$ cat src/rtl/eeprom_poll_ctrl.sv
module eeprom_poll_ctrl #(
  parameter int AW         = 15,
  parameter int CLK_HZ     = 200_000_000,
  parameter int TIMEOUT_US = 10_000,
  parameter int STB_CYCLES = 3
) (
  input  logic          clk,
  input  logic          rst_n,
  input  logic          start,
  input  logic          op_check,
  input  logic [AW-1:0] cmd_addr,
  input  logic [7:0]    cmd_data,
  output logic          busy,
  output logic          done,
  output logic          timed_out,
  output logic          prot_on,
  output logic [AW-1:0] mem_addr,
  output logic [7:0]    mem_wdata,
  output logic          mem_wdata_en,
  input  logic [7:0]    mem_rdata,
  output logic          mem_ce_n,
  output logic          mem_rd_n,
  output logic          mem_wr_n
);
  localparam int TO_CYC = (CLK_HZ / 1_000_000) * TIMEOUT_US;
  localparam int TW     = $clog2(TO_CYC + 1);
  localparam int SW     = $clog2(STB_CYCLES + 1);

  typedef enum logic [2:0] {S_IDLE, S_WRITE, S_POLL, S_RD_ORIG, S_RD_CHK} st_t;
  typedef enum logic [1:0] {P_OFF, P_SET, P_STB, P_REC} ph_t;

  st_t          st;
  ph_t          ph;
  logic [SW-1:0] scnt;
  logic [TW-1:0] tcnt;
  logic [7:0]    rbyte, orig;
  logic          prev6, have_prev, restoring, mode_q;

  wire stb_last = (ph == P_STB) && (scnt == SW'(STB_CYCLES - 1));

  assign mem_ce_n     = (ph == P_OFF);
  assign mem_wdata_en = (st == S_WRITE);

  always_ff @(posedge clk) begin
    if (!rst_n) begin
      st <= S_IDLE; ph <= P_OFF; scnt <= '0; tcnt <= '0;
      rbyte <= '0; orig <= '0; prev6 <= 1'b0; have_prev <= 1'b0;
      restoring <= 1'b0; mode_q <= 1'b0;
      busy <= 1'b0; done <= 1'b0; timed_out <= 1'b0; prot_on <= 1'b0;
      mem_addr <= '0; mem_wdata <= '0; mem_rd_n <= 1'b1; mem_wr_n <= 1'b1;
    end else begin
      done <= 1'b0;
      if (st == S_POLL && tcnt != TW'(TO_CYC)) tcnt <= tcnt + 1'b1;
      case (ph)
        P_OFF:
          if (start) begin
            busy <= 1'b1; timed_out <= 1'b0; prot_on <= 1'b0;
            restoring <= 1'b0; mode_q <= op_check;
            mem_addr  <= op_check ? '0 : cmd_addr;
            mem_wdata <= cmd_data;
            st <= op_check ? S_RD_ORIG : S_WRITE;
            ph <= P_SET;
          end
        P_SET: begin
          ph <= P_STB; scnt <= '0;
          if (st == S_WRITE) mem_wr_n <= 1'b0;
          else               mem_rd_n <= 1'b0;
        end
        P_STB: begin
          scnt <= scnt + 1'b1;
          if (stb_last) begin
            ph <= P_REC; mem_rd_n <= 1'b1; mem_wr_n <= 1'b1;
            if (st != S_WRITE) rbyte <= mem_rdata;
          end
        end
        P_REC: begin
          ph <= P_SET;
          case (st)
            S_WRITE: begin
              st <= S_POLL; have_prev <= 1'b0; tcnt <= '0;
            end
            S_POLL:
              if (have_prev && rbyte[6] == prev6) begin
                if (!mode_q || restoring) begin
                  st <= S_IDLE; ph <= P_OFF; busy <= 1'b0; done <= 1'b1;
                end else st <= S_RD_CHK;
              end else if (tcnt == TW'(TO_CYC)) begin
                st <= S_IDLE; ph <= P_OFF; busy <= 1'b0; done <= 1'b1;
                timed_out <= 1'b1;
              end else begin
                prev6 <= rbyte[6]; have_prev <= 1'b1;
              end
            S_RD_ORIG: begin
              orig <= rbyte; mem_wdata <= ~rbyte; st <= S_WRITE;
            end
            S_RD_CHK:
              if (rbyte == orig) begin
                prot_on <= 1'b1;
                st <= S_IDLE; ph <= P_OFF; busy <= 1'b0; done <= 1'b1;
              end else begin
                restoring <= 1'b1; mem_wdata <= orig; st <= S_WRITE;
              end
            default: begin
              st <= S_IDLE; ph <= P_OFF;
            end
          endcase
        end
        default: ph <= P_OFF;
      endcase
    end
  end

  AST_NO_DUAL_STROBE: assert property (@(posedge clk) disable iff (!rst_n)
    !(!mem_rd_n && !mem_wr_n));
  AST_STROBE_NEEDS_CE: assert property (@(posedge clk) disable iff (!rst_n)
    (!mem_rd_n || !mem_wr_n) |-> !mem_ce_n);
  AST_CE_SETUP_RD: assert property (@(posedge clk) disable iff (!rst_n)
    $fell(mem_rd_n) |-> $past(!mem_ce_n));
  AST_CE_SETUP_WR: assert property (@(posedge clk) disable iff (!rst_n)
    $fell(mem_wr_n) |-> $past(!mem_ce_n));
  AST_ADDR_HELD: assert property (@(posedge clk) disable iff (!rst_n)
    (!mem_rd_n || !mem_wr_n) |=> $stable(mem_addr));
  AST_BUSY_ENDS_DONE: assert property (@(posedge clk) disable iff (!rst_n)
    $fell(busy) |-> done);
  AST_DONE_IDLE: assert property (@(posedge clk) disable iff (!rst_n)
    done |-> !busy);
  AST_START_IGNORED: assert property (@(posedge clk) disable iff (!rst_n)
    (busy && start) |=> $stable(mem_addr));
  AST_TIMEOUT_ENDS: assert property (@(posedge clk) disable iff (!rst_n)
    $rose(timed_out) |-> (done && !busy));
  AST_PROT_ENDS: assert property (@(posedge clk) disable iff (!rst_n)
    $rose(prot_on) |-> (done && !busy));
endmodule

$ cat config.mk
export PLATFORM = sky130hd
export DESIGN_NAME = eeprom_poll_ctrl
export DESIGN_NICKNAME = d
export VERILOG_FILES = /design/src/rtl/eeprom_poll_ctrl.sv
export SDC_FILE = /design/constraint.sdc
export NUM_CORES = 1
export LEC_CHECK = 0
export BUFFER_PORTS_ARGS = -buffer_cell sky130_fd_sc_hd__buf_2
export CORE_MARGIN = 3
export CORE_UTILIZATION = 55
export CTS_CLUSTER_SIZE = 12
export DETAILED_ROUTE_END_ITERATION = 8
export PLACE_DENSITY = 0.87
export SYNTH_ARGS = -nofsm -noshare
export SYNTH_HDL_FRONTEND = slang
export SYNTH_SLANG_ARGS = --single-unit
$ cat constraint.sdc
create_clock -name clk -period 2.1 [get_ports clk]
set_input_delay 0.42 -clock clk [delete_from_list [all_inputs] [get_ports clk]]
set_output_delay 0.42 -clock clk [all_outputs]
set_load 0.03 [all_outputs]
==> flow_summary_export.csv, run 1 <==
group,metric,value,unit
setup_path,critPathRequiredTime,2330,ps
sta,worst_slew_pin_slew,743,ps
logic_synthesis,ys_async_sr_fraction,0,%
setup_path,cp.arrival,2250,ps
drt,vias_per_cell,5.70,
sta,rsz0062_at_grt,"no",
logic_synthesis,synth-xor-area-share,5.75,%
setup_path,crit_buf_inv,2,
die,die-area,0.00767,mm2
cells_and_area,final_core_util,67.8,%
global_routing,grt_pass1_wl,13900,um
sta,fin_setup_tns,0,ps
run,max_cap_viol_count,0,
sta,slew_headroom,50.4,%
drt,drt_iter0_markers,207,
logic_synthesis,synthSimpleGateAreaFrac,23.7,%
cells_and_area,nets,538,
drt,firstDrtPassIters,5,
sta,fmax,496,MHz
cells_and_area,syn_to_final_growth,18.4,%
cells_and_area,final_cells,578,
clock_network,clkTransAtPathRegs,80,ps
clock_network,cts_tree,"done",
logic_synthesis,synth_fa_ha_area_share,2.39,%
setup_path,cp-end-kind,"flip-flop",
cells_and_area,multi_input_area,0.00197,mm2
logic_synthesis,syn_inst,430,
setup_path,critPathLaunchType,"flip-flop",
global_routing,grt_use_total,22.5,%
setup_path,critPathTopFamily,"compound AO/OA/AOI/OAI gates",
outcome,status,"completed",
clock_network,cts.sinks,77,
clock_network,cts_inserted_buffers,9,
logic_synthesis,synth_mux_area_share,6.57,%
cells_and_area,mostFrequentLayoutCell,"dfxtp_1",
die,fp-row-count,29,
logic_synthesis,yosysUniqueCellTypes,47,
sta,hold_viol_final,0,
global_routing,antenna_found_initial,0,
logic_synthesis,ys_seq_area_share,42.1,%
drt,vias,3295,
clock_network,cts_buffer_depth,2,
pwr,cellLeakagePower,0.00166,uW
placed_design,gp_congestion,0.834,
die,io-pin-count,66,
logic_synthesis,yosys_register_bits,77,
placed_design,placed_area,0.00407,mm2
die,die_h,87.6,um
cells_and_area,final_cell_mix,"dfxtp_1, buf_2, nor2_1, a21oi_1, nand2_1",
logic_synthesis,syn_avg_cell_area,8.51,um2
setup_path,critical_path_class,"reg2reg",
logic_synthesis,yosys_warnings,0,
cells_and_area,fillCellCount,490,
global_routing,grt.overflow.total,0,
clock_network,ctsRootBufferMaster,"clkbuf_8",
logic_synthesis,syn-num-nets,472,
cells_and_area,regArea,0.00154,mm2
cells_and_area,stdcell_area,0.00433,mm2
die,initial_core_util,57.3,%
sta,period_share,96.0,%
drt,ant_nets,0,
global_routing,grt_max_degree,46,
logic_synthesis,synth_compound_area_share,15.2,%
sta,drv_slew,0,
cells_and_area,antennaDiodeCount,0,
clock_network,ctsHtreeMaxLevel,3,
setup_path,critPathSlowestCell,"dfxtp_1",
die,core,0.00639,mm2
placed_design,dp.cells,559,
logic_synthesis,synth_edf_count,0,
placed_design,dp_slack,113,ps
global_routing,grt_pass1_vias,3126,
setup_path,crit_chain,"inv_1 > ha_1 > nor4b_1 > nand4_1 > buf_4 > o21ai_0 > nand3_1 > a211oi_1",
drt,wl,8320,um
drt,drc,0,
logic_synthesis,syn_area,0.00366,mm2
drt,post_drt_wl_per_cell,14.4,um
sta,finClkSkew,9.46,ps
clock_network,clkLatencyLatePin,350,ps
hold_path,hold_path.class,"in2reg",
setup_path,path_max_fanout,4,
sta,setup_viol,0,
logic_synthesis,synth_top_family_by_area,"simple AND/OR/NAND/NOR gates",
clock_network,cts-hold-fix-buffers,0,
pwr,power.density,1020,mW/mm2
sta,period_needed,2020,ps
pwr,ir_worst_vdd,750,uV
die,die_w,87.6,um
setup_path,slowest_delay,330,ps
sta,finalWorstSetupSlack,84.3,ps
placed_design,numPortBuffers,65,
logic_synthesis,ys.flop_type,"dfxtp_1",
placed_design,hpwl,5810,um
cells_and_area,drive_above_1_share,21.0,%
-- path summary, 6_finish.rpt --
| path | start | to | slack, ps | depth (start not counted) |
|---|---|---|---|---|
| setup reg to reg | tcnt[0] | done | 80 | 8 |
| hold / removal | mem_rdata[1] | rbyte[1] | 300 | 3 |
| hold reg to reg | mem_wdata[7] | mem_wdata[7] | 460 | 2 |
| setup / recovery | tcnt[0] | done | 80 | 8 |
-- sequential cells by signal, indices dropped and copies added (netlist names), 2 cells and up --
signal and flops:
tcnt 21, st 3, mem_addr 15, rbyte 8, orig 8, ph 2, scnt 2, mem_wdata 8
-- per-stage QoR --
| step | power (uW) | hold WS [ps] |
|---|---|---|
| floorplan | 2710 | 437 |
| global placement | 3010 | 442 |
| detailed placement | 3070 | 447 |
| CTS | 4430 | 296 |
| global route | 4650 | 305 |
| finish | 4420 | 303 |
-- Yosys cell counts (5+ instances only) --
cell type	number	area, um2
nand2_1	40	150
o211ai_1	11	82.6
dfxtp_1	77	1540
a21oi_1	46	230
o21ai_0	13	65.1
nand4_1	9	56.3
nor2_1	53	199
nand3_1	11	55.1
nor3b_1	18	135
clkbuf_1	17	63.8
inv_1	17	63.8
nor3_1	5	25.0
o211a_1	6	60.1
mux2i_1	24	240
ha_1	7	87.6
xnor2_1	17	149
xor2_1	7	61.3
-- where the power goes --
group	total, uW	internal, uW	switching [uW]	leakage (uW)
logic	1330	466	864	0.000915
registers	1740	1610	122	0.000625
clock network	1350	798	557	0.000124
total	4420	2880	1540	0.00166
-- final cells by class --
| type | count | share of cell area (%) |
|---|---|---|
| Tap cell | 77 | 2.22 |
| Multi-Input combinational cell | 313 | 45.4 |
| Timing Repair Buffer | 77 | 9.59 |
| Clock buffer | 9 | 2.86 |
| Clock inverter | 7 | 2.80 |
| Inverter | 18 | 1.56 |
| Sequential cell | 77 | 35.6 |
-- per-layer routing --
layer / share of wire [%] / global-route usage [%]
met5: 0 / 0
met4: 1.5 / 7.81
met3: 7.5 / 6.02
met2: 44 / 34.5
met1: 47 / 30.6
-- worst min-delay path, cell delays in order --
cell,delay (ps)
buf_2,70
mux2i_1,60
nor2_1,70
-- cell families after synthesis --
| group | after synthesis |
|---|---|
| compound gates | 90 |
| mux | 24 |
| flops | 77 |
| fa+ha+maj | 7 |
| buf+inv | 40 |
| simple gates | 168 |
| xor+xnor | 24 |
-- what timing repair did --
action,in CTS,in global routing
buffers inserted,0,3
setup endpoints to repair,0,8
gates resized for setup,0,1
(Power assumes the default switching activity.)
==> inputs of run 2 (changes only) <==
--- a/config.mk
+++ b/config.mk
@@ -10,7 +10,10 @@
 export CORE_UTILIZATION = 55
 export CTS_CLUSTER_SIZE = 12
 export DETAILED_ROUTE_END_ITERATION = 8
+export GPL_ROUTABILITY_DRIVEN = 0
 export PLACE_DENSITY = 0.87
+export REMOVE_ABC_BUFFERS = 1
+export SETUP_SLACK_MARGIN = 0.5
 export SYNTH_ARGS = -nofsm -noshare
 export SYNTH_HDL_FRONTEND = slang
 export SYNTH_SLANG_ARGS = --single-unit
==> run 2 against run 1 <==
Compared with the run above:
- final cell count grew 5.0%
- largest cell class unchanged
- highest routed layer unchanged
- critical path depth shrank 1
- non-clock buffer count grew 30
- die area is the same
- first-iteration DRC count grew 9.2%
- register-to-register slack lost 40 ps
- count of clock-buffer cells in the layout grew 1
- global-route usage grew 3.3 points
- power grew 7.7%
==> flow_summary_export.csv, run 2 (synthesis results as in run 1) <==
group,metric,value,unit
drt,wl,11100,um
clock_network,cts.sinks,77,
die,initial_core_util,57.3,%
setup_path,r2r-end,"st[0]",
clock_network,clkTransAtPathRegs,80,ps
setup_path,path_max_fanout,6,
global_routing,grt_use_total,25.8,%
setup_path,critPathTopFamily,"simple AND/OR/NAND/NOR gates",
die,die_w,87.6,um
die,core,0.00639,mm2
sta,period_share,98.0,%
cells_and_area,final_cells,607,
hold_path,holdPathStages,3,
placed_design,hpwl,6140,um
placed_design,dp_slack,149,ps
pwr,cellLeakagePower,0.00188,uW
cells_and_area,final_cell_mix,"buf_2, dfxtp_1, nor2_1, a21oi_1, nand2_1",
setup_path,slowest_delay,430,ps
sta,worst_slew_pin_slew,677,ps
cells_and_area,antennaDiodeCount,0,
drt,firstDrtPassIters,5,
sta,hold_viol_final,0,
cells_and_area,top_register,"tcnt",
sta,period_needed,2060,ps
cells_and_area,top_regs,"tcnt (21), mem_addr (15)",
global_routing,grt_pass1_vias,3322,
die,fp-row-count,29,
drt,post_drt_wl_per_cell,18.3,um
cells_and_area,fillCellCount,378,
setup_path,critPathSlowestCell,"or3b_4",
outcome,status,"completed",
sta,setup_viol,0,
setup_path,cp.arrival,2290,ps
global_routing,grt.overflow.total,0,
setup_path,r2r-start,"st[0]",
sta,fmax,486,MHz
sta,drv_slew,0,
setup_path,crit_start,"st[0]",
setup_path,crit_chain,"or3b_4 > a211oi_4 > o21a_4 > buf_6 > buf_4 > nor4_4 > nor3_1",
clock_network,cts-hold-fix-buffers,0,
setup_path,cp.depth,7,
global_routing,grt_max_degree,38,
die,die-area,0.00767,mm2
clock_network,cts_buffer_depth,2,
clock_network,clkLatencyLatePin,360,ps
drt,vias_per_cell,6.08,
cells_and_area,mostFrequentLayoutCell,"buf_2",
sta,slew_headroom,54.8,%
sta,finalWorstSetupSlack,42.7,ps
setup_path,critical_path_class,"reg2reg",
sta,rsz0062_at_grt,"yes",
cells_and_area,largest_register_ffs,21,
drt,drt_iter0_markers,226,
clock_network,cts_tree,"done",
die,io-pin-count,66,
placed_design,numPortBuffers,65,
setup_path,endpoint,"st[0]",
run,max_cap_viol_count,0,
cells_and_area,regArea,0.00158,mm2
drt,ant_nets,0,
die,die_h,87.6,um
global_routing,grt_pass1_wl,15500,um
cells_and_area,syn_to_final_growth,34.0,%
placed_design,dp.cells,566,
cells_and_area,final_core_util,76.8,%
clock_network,cts_inserted_buffers,9,
clock_network,ctsRootBufferMaster,"clkbuf_8",
hold_path,hold_path.class,"in2reg",
global_routing,antenna_found_initial,0,
drt,drc,0,
cells_and_area,nets,568,
clock_network,ctsHtreeMaxLevel,3,
cells_and_area,drive_above_1_share,38.3,%
setup_path,cp-end-kind,"flip-flop",
setup_path,rrSetupSlack,40,ps
pwr,ir_worst_vdd,880,uV
setup_path,r2r_cells,7,
pwr,power.density,972,mW/mm2
cells_and_area,multi_input_area,0.00225,mm2
sta,finClkSkew,8.26,ps
setup_path,critPathLaunchType,"flip-flop",
setup_path,critPathRequiredTime,2330,ps
drt,vias,3688,
setup_path,crit_buf_inv,2,
[run 2: power by group]
part | internal, uW | total [uW] | switching, uW
combinational | 778 | 1880 | 1100
clock | 537 | 1100 | 568
sequential | 1630 | 1780 | 146
[run 2: layout make-up]
cell class              instances  share of cell area, %
clock inverters                 5                   1.07
inverters                      18                   1.43
clock buffers                  10                   2.60
repair buffers                107                   14.8
multi-input cells             313                   45.9
flip-flops and latches         77                   32.2
well taps                      77                   1.96
[run 2: worst min-delay path by stage]
stage,startpoint,endpoint
floorplan,mode_q,mode_q
global placement,mem_wdata[6],mem_wdata[6]
detailed placement,mem_wdata[7],mem_wdata[7]
CTS,mem_rdata[6],rbyte[6]
global route,mem_rdata[3],rbyte[3]
finish,mem_rdata[6],rbyte[6]
[run 2: through the flow]
step / TNS, ps / instance area (um2) / power [uW] / hold WS, ps
after floorplan: -4840 / 3570 / 2660 / 437
after global placement: 0 / 4130 / 3040 / 441
after detailed placement: 0 / 4130 / 3100 / 454
after CTS: 0 / 4590 / 4420 / 291
after global routing: 0 / 4900 / 4940 / 319
final: 0 / 4900 / 4760 / 286
[run 2: layer usage]
layer  global-route usage [%]  vias to the layer above  wire, um
met1                     30.5                     1779      4370
li1                         -                     1688         -
met2                     43.6                      164      5510
met4                     13.9                        0       541
met3                     5.64                       57       673
met5                        0                        -         0
[run 2: what timing repair did]
| action | CTS | global route |
|---|---|---|
| buffers inserted | 13 | 13 |
| pin swaps | 13 | 28 |
| endpoints found under the setup margin | 61 | 51 |
| hold endpoints to repair | 0 | 0 |
| gates resized for setup | 56 | 59 |
[run 2: worst register-to-register path, delay by kind of cell (launching register included)]
| kind | cells | cell delay, ps |
|---|---|---|
| AND/OR/NAND/NOR | 3 | 790 |
| AO/OA/AOI/OAI | 2 | 510 |
| flip-flops | 1 | 380 |
| buffers and inverters | 2 | 240 |
==> inputs of run 3 (changes only) <==
==> constraint.sdc (replaced) <==
create_clock -name clk -period 2.1 [get_ports clk]
set_input_delay 0.105 -clock clk [delete_from_list [all_inputs] [get_ports clk]]
set_output_delay 0.105 -clock clk [all_outputs]
set_load 0.03 [all_outputs]
==> run 3 against run 2 <==
Compared with the run above:
- sequential power is essentially flat
- critical path depth is the same
- count of clock-buffer cells in the layout grew 1
- critical path type unchanged
- die area is the same
- critical endpoint is now prev6
- fmax grew 3.2%
- core utilization shrank 1.5 points
==> flow_summary_export.csv, run 3 (synthesis results as in run 1) <==
group,metric,value,unit
sta,drv_slew,0,
hold_path,min_to,"mem_wdata[7]",
cells_and_area,top_register,"tcnt",
placed_design,dp_slack,85.9,ps
hold_path,holdPathStages,3,
setup_path,critical_path_class,"reg2reg",
pwr,power.density,990,mW/mm2
setup_path,r2r-start,"st[0]",
drt,ant_nets,0,
sta,worst_slew_pin_slew,493,ps
sta,slew_headroom,66.9,%
placed_design,hpwl,5970,um
die,io-pin-count,66,
drt,drt_iter0_markers,247,
pwr,ir_worst_vdd,1010,uV
drt,vias,3567,
global_routing,grt_pass1_vias,3420,
run,max_cap_viol_count,0,
cells_and_area,top_regs,"tcnt (21), mem_addr (15)",
drt,firstDrtPassIters,5,
setup_path,r2r_cells,7,
drt,wl_met1,4060,um
global_routing,grt_use_total,25.6,%
cells_and_area,fillCellCount,409,
outcome,status,"completed",
clock_network,cts_inserted_buffers,9,
global_routing,grt_pass1_wl,15500,um
sta,fmax,501,MHz
clock_network,ctsRootBufferMaster,"clkbuf_8",
setup_path,slowest_delay,430,ps
cells_and_area,antennaDiodeCount,0,
die,die_h,87.6,um
clock_network,cts_tree,"done",
sta,finClkSkew,10.6,ps
drt,vias_per_cell,5.85,
clock_network,ctsHtreeMaxLevel,3,
cells_and_area,largest_register_ffs,21,
die,core,0.00639,mm2
die,fp-row-count,29,
setup_path,cp-end-kind,"flip-flop",
sta,hold_viol_final,0,
cells_and_area,nets,570,
pwr,cellLeakagePower,0.00185,uW
global_routing,grt.overflow.total,0,
clock_network,clkLatencyLatePin,360,ps
setup_path,critPathTopFamily,"simple AND/OR/NAND/NOR gates",
setup_path,crit_buf_inv,2,
drt,wl_met2,5250,um
die,die-area,0.00767,mm2
global_routing,antenna_found_initial,0,
global_routing,grt_max_degree,35,
hold_path,min_from,"cmd_data[7]",
sta,setup_viol,0,
setup_path,critPathLaunchType,"flip-flop",
setup_path,critPathSlowestCell,"or3b_4",
drt,wl,10300,um
sta,finalWorstSetupSlack,106,ps
clock_network,clkTransAtPathRegs,80,ps
clock_network,cts_buffer_depth,2,
die,initial_core_util,57.3,%
setup_path,rrSetupSlack,110,ps
sta,rsz0062_at_grt,"yes",
drt,post_drt_wl_per_cell,16.9,um
setup_path,path_max_fanout,6,
die,die_w,87.6,um
cells_and_area,drive_above_1_share,31.9,%
cells_and_area,final_cell_mix,"dfxtp_1, buf_2, nor2_1, a21oi_1, nand2_1",
hold_path,hold_path.class,"in2reg",
sta,period_share,95.0,%
clock_network,cts.sinks,77,
setup_path,cp.arrival,2230,ps
setup_path,crit_chain,"or3b_4 > a211oi_4 > o21a_4 > buf_6 > buf_12 > mux2i_2 > nor2_1",
setup_path,r2r-end,"prev6",
sta,period_needed,1990,ps
cells_and_area,syn_to_final_growth,31.4,%
placed_design,numPortBuffers,65,
drt,drc,0,
drt,met3_length,559,um
setup_path,critPathRequiredTime,2330,ps
drt,highest_layer,"met4",
sta,fin_setup_tns,0,ps
-- run 3: worst max-delay path by stage --
stage / startpoint / to / depth (start not counted)
floorplan: ph[0] / mem_wdata[6] / 6
global placement: tcnt[0] / st[2] / 7
detailed placement: tcnt[0] / st[2] / 7
CTS: tcnt[1] / st[2] / 7
global route: st[1] / mem_wdata[5] / 8
finish: st[0] / prev6 / 7
-- run 3: cell type report --
class                      instances  area (um2)  area share [%]
clock buffer                      11         141            2.94
inverter                          18        67.6            1.41
clock inverter                     5        83.8            1.74
timing repair buffer             109         707            14.7
tap                               77        96.3            2.00
multi-input combinational        313        2140            44.6
sequential                        77        1570            32.6
-- run 3: timing repair --
| action | in CTS | in global routing |
|---|---|---|
| resized for setup | 42 | 22 |
| gates cloned | 0 | 0 |
| endpoints found under the hold margin | 8 | 0 |
| hold buffers | 8 | 0 |
| setup endpoints to repair | 65 | 65 |
| pin swaps | 14 | 7 |
| buffers inserted | 16 | 6 |
-- run 3: per-stage QoR --
stage	instances	hold slack, ps	cell area [um2]	power (uW)	util [%]
6_report	610	47.1	4810	4760	75.3
5_1_grt	610	48.6	4810	4980	75.3
4_1_cts	604	26.4	4690	4610	73.4
3_5_place_dp	564	348	4100	3070	64.2
3_3_place_gp	564	339	4100	3020	64.2
2_1_floorplan	408	181	3570	2660	-
-- run 3: per-layer routing --
layer / vias to the layer above / track usage [%]
met2: 147 / 43.5
met1: 1682 / 30.0
met4: 0 / 11.7
met5: - / 0
met3: 44 / 6.96
li1: 1694 / -
-- run 3: report_power, final --
| group | switching, uW | internal (uW) | total, uW | leakage (uW) |
|---|---|---|---|---|
| clock network | 571 | 704 | 1280 | 0.000106 |
| logic | 1030 | 702 | 1730 | 0.00112 |
| registers | 120 | 1630 | 1750 | 0.000632 |
-- run 3: tightest hold or removal path, stage by stage --
cell and delay [ps]:
buf_2 80, o211ai_1 70, mux2i_1 120
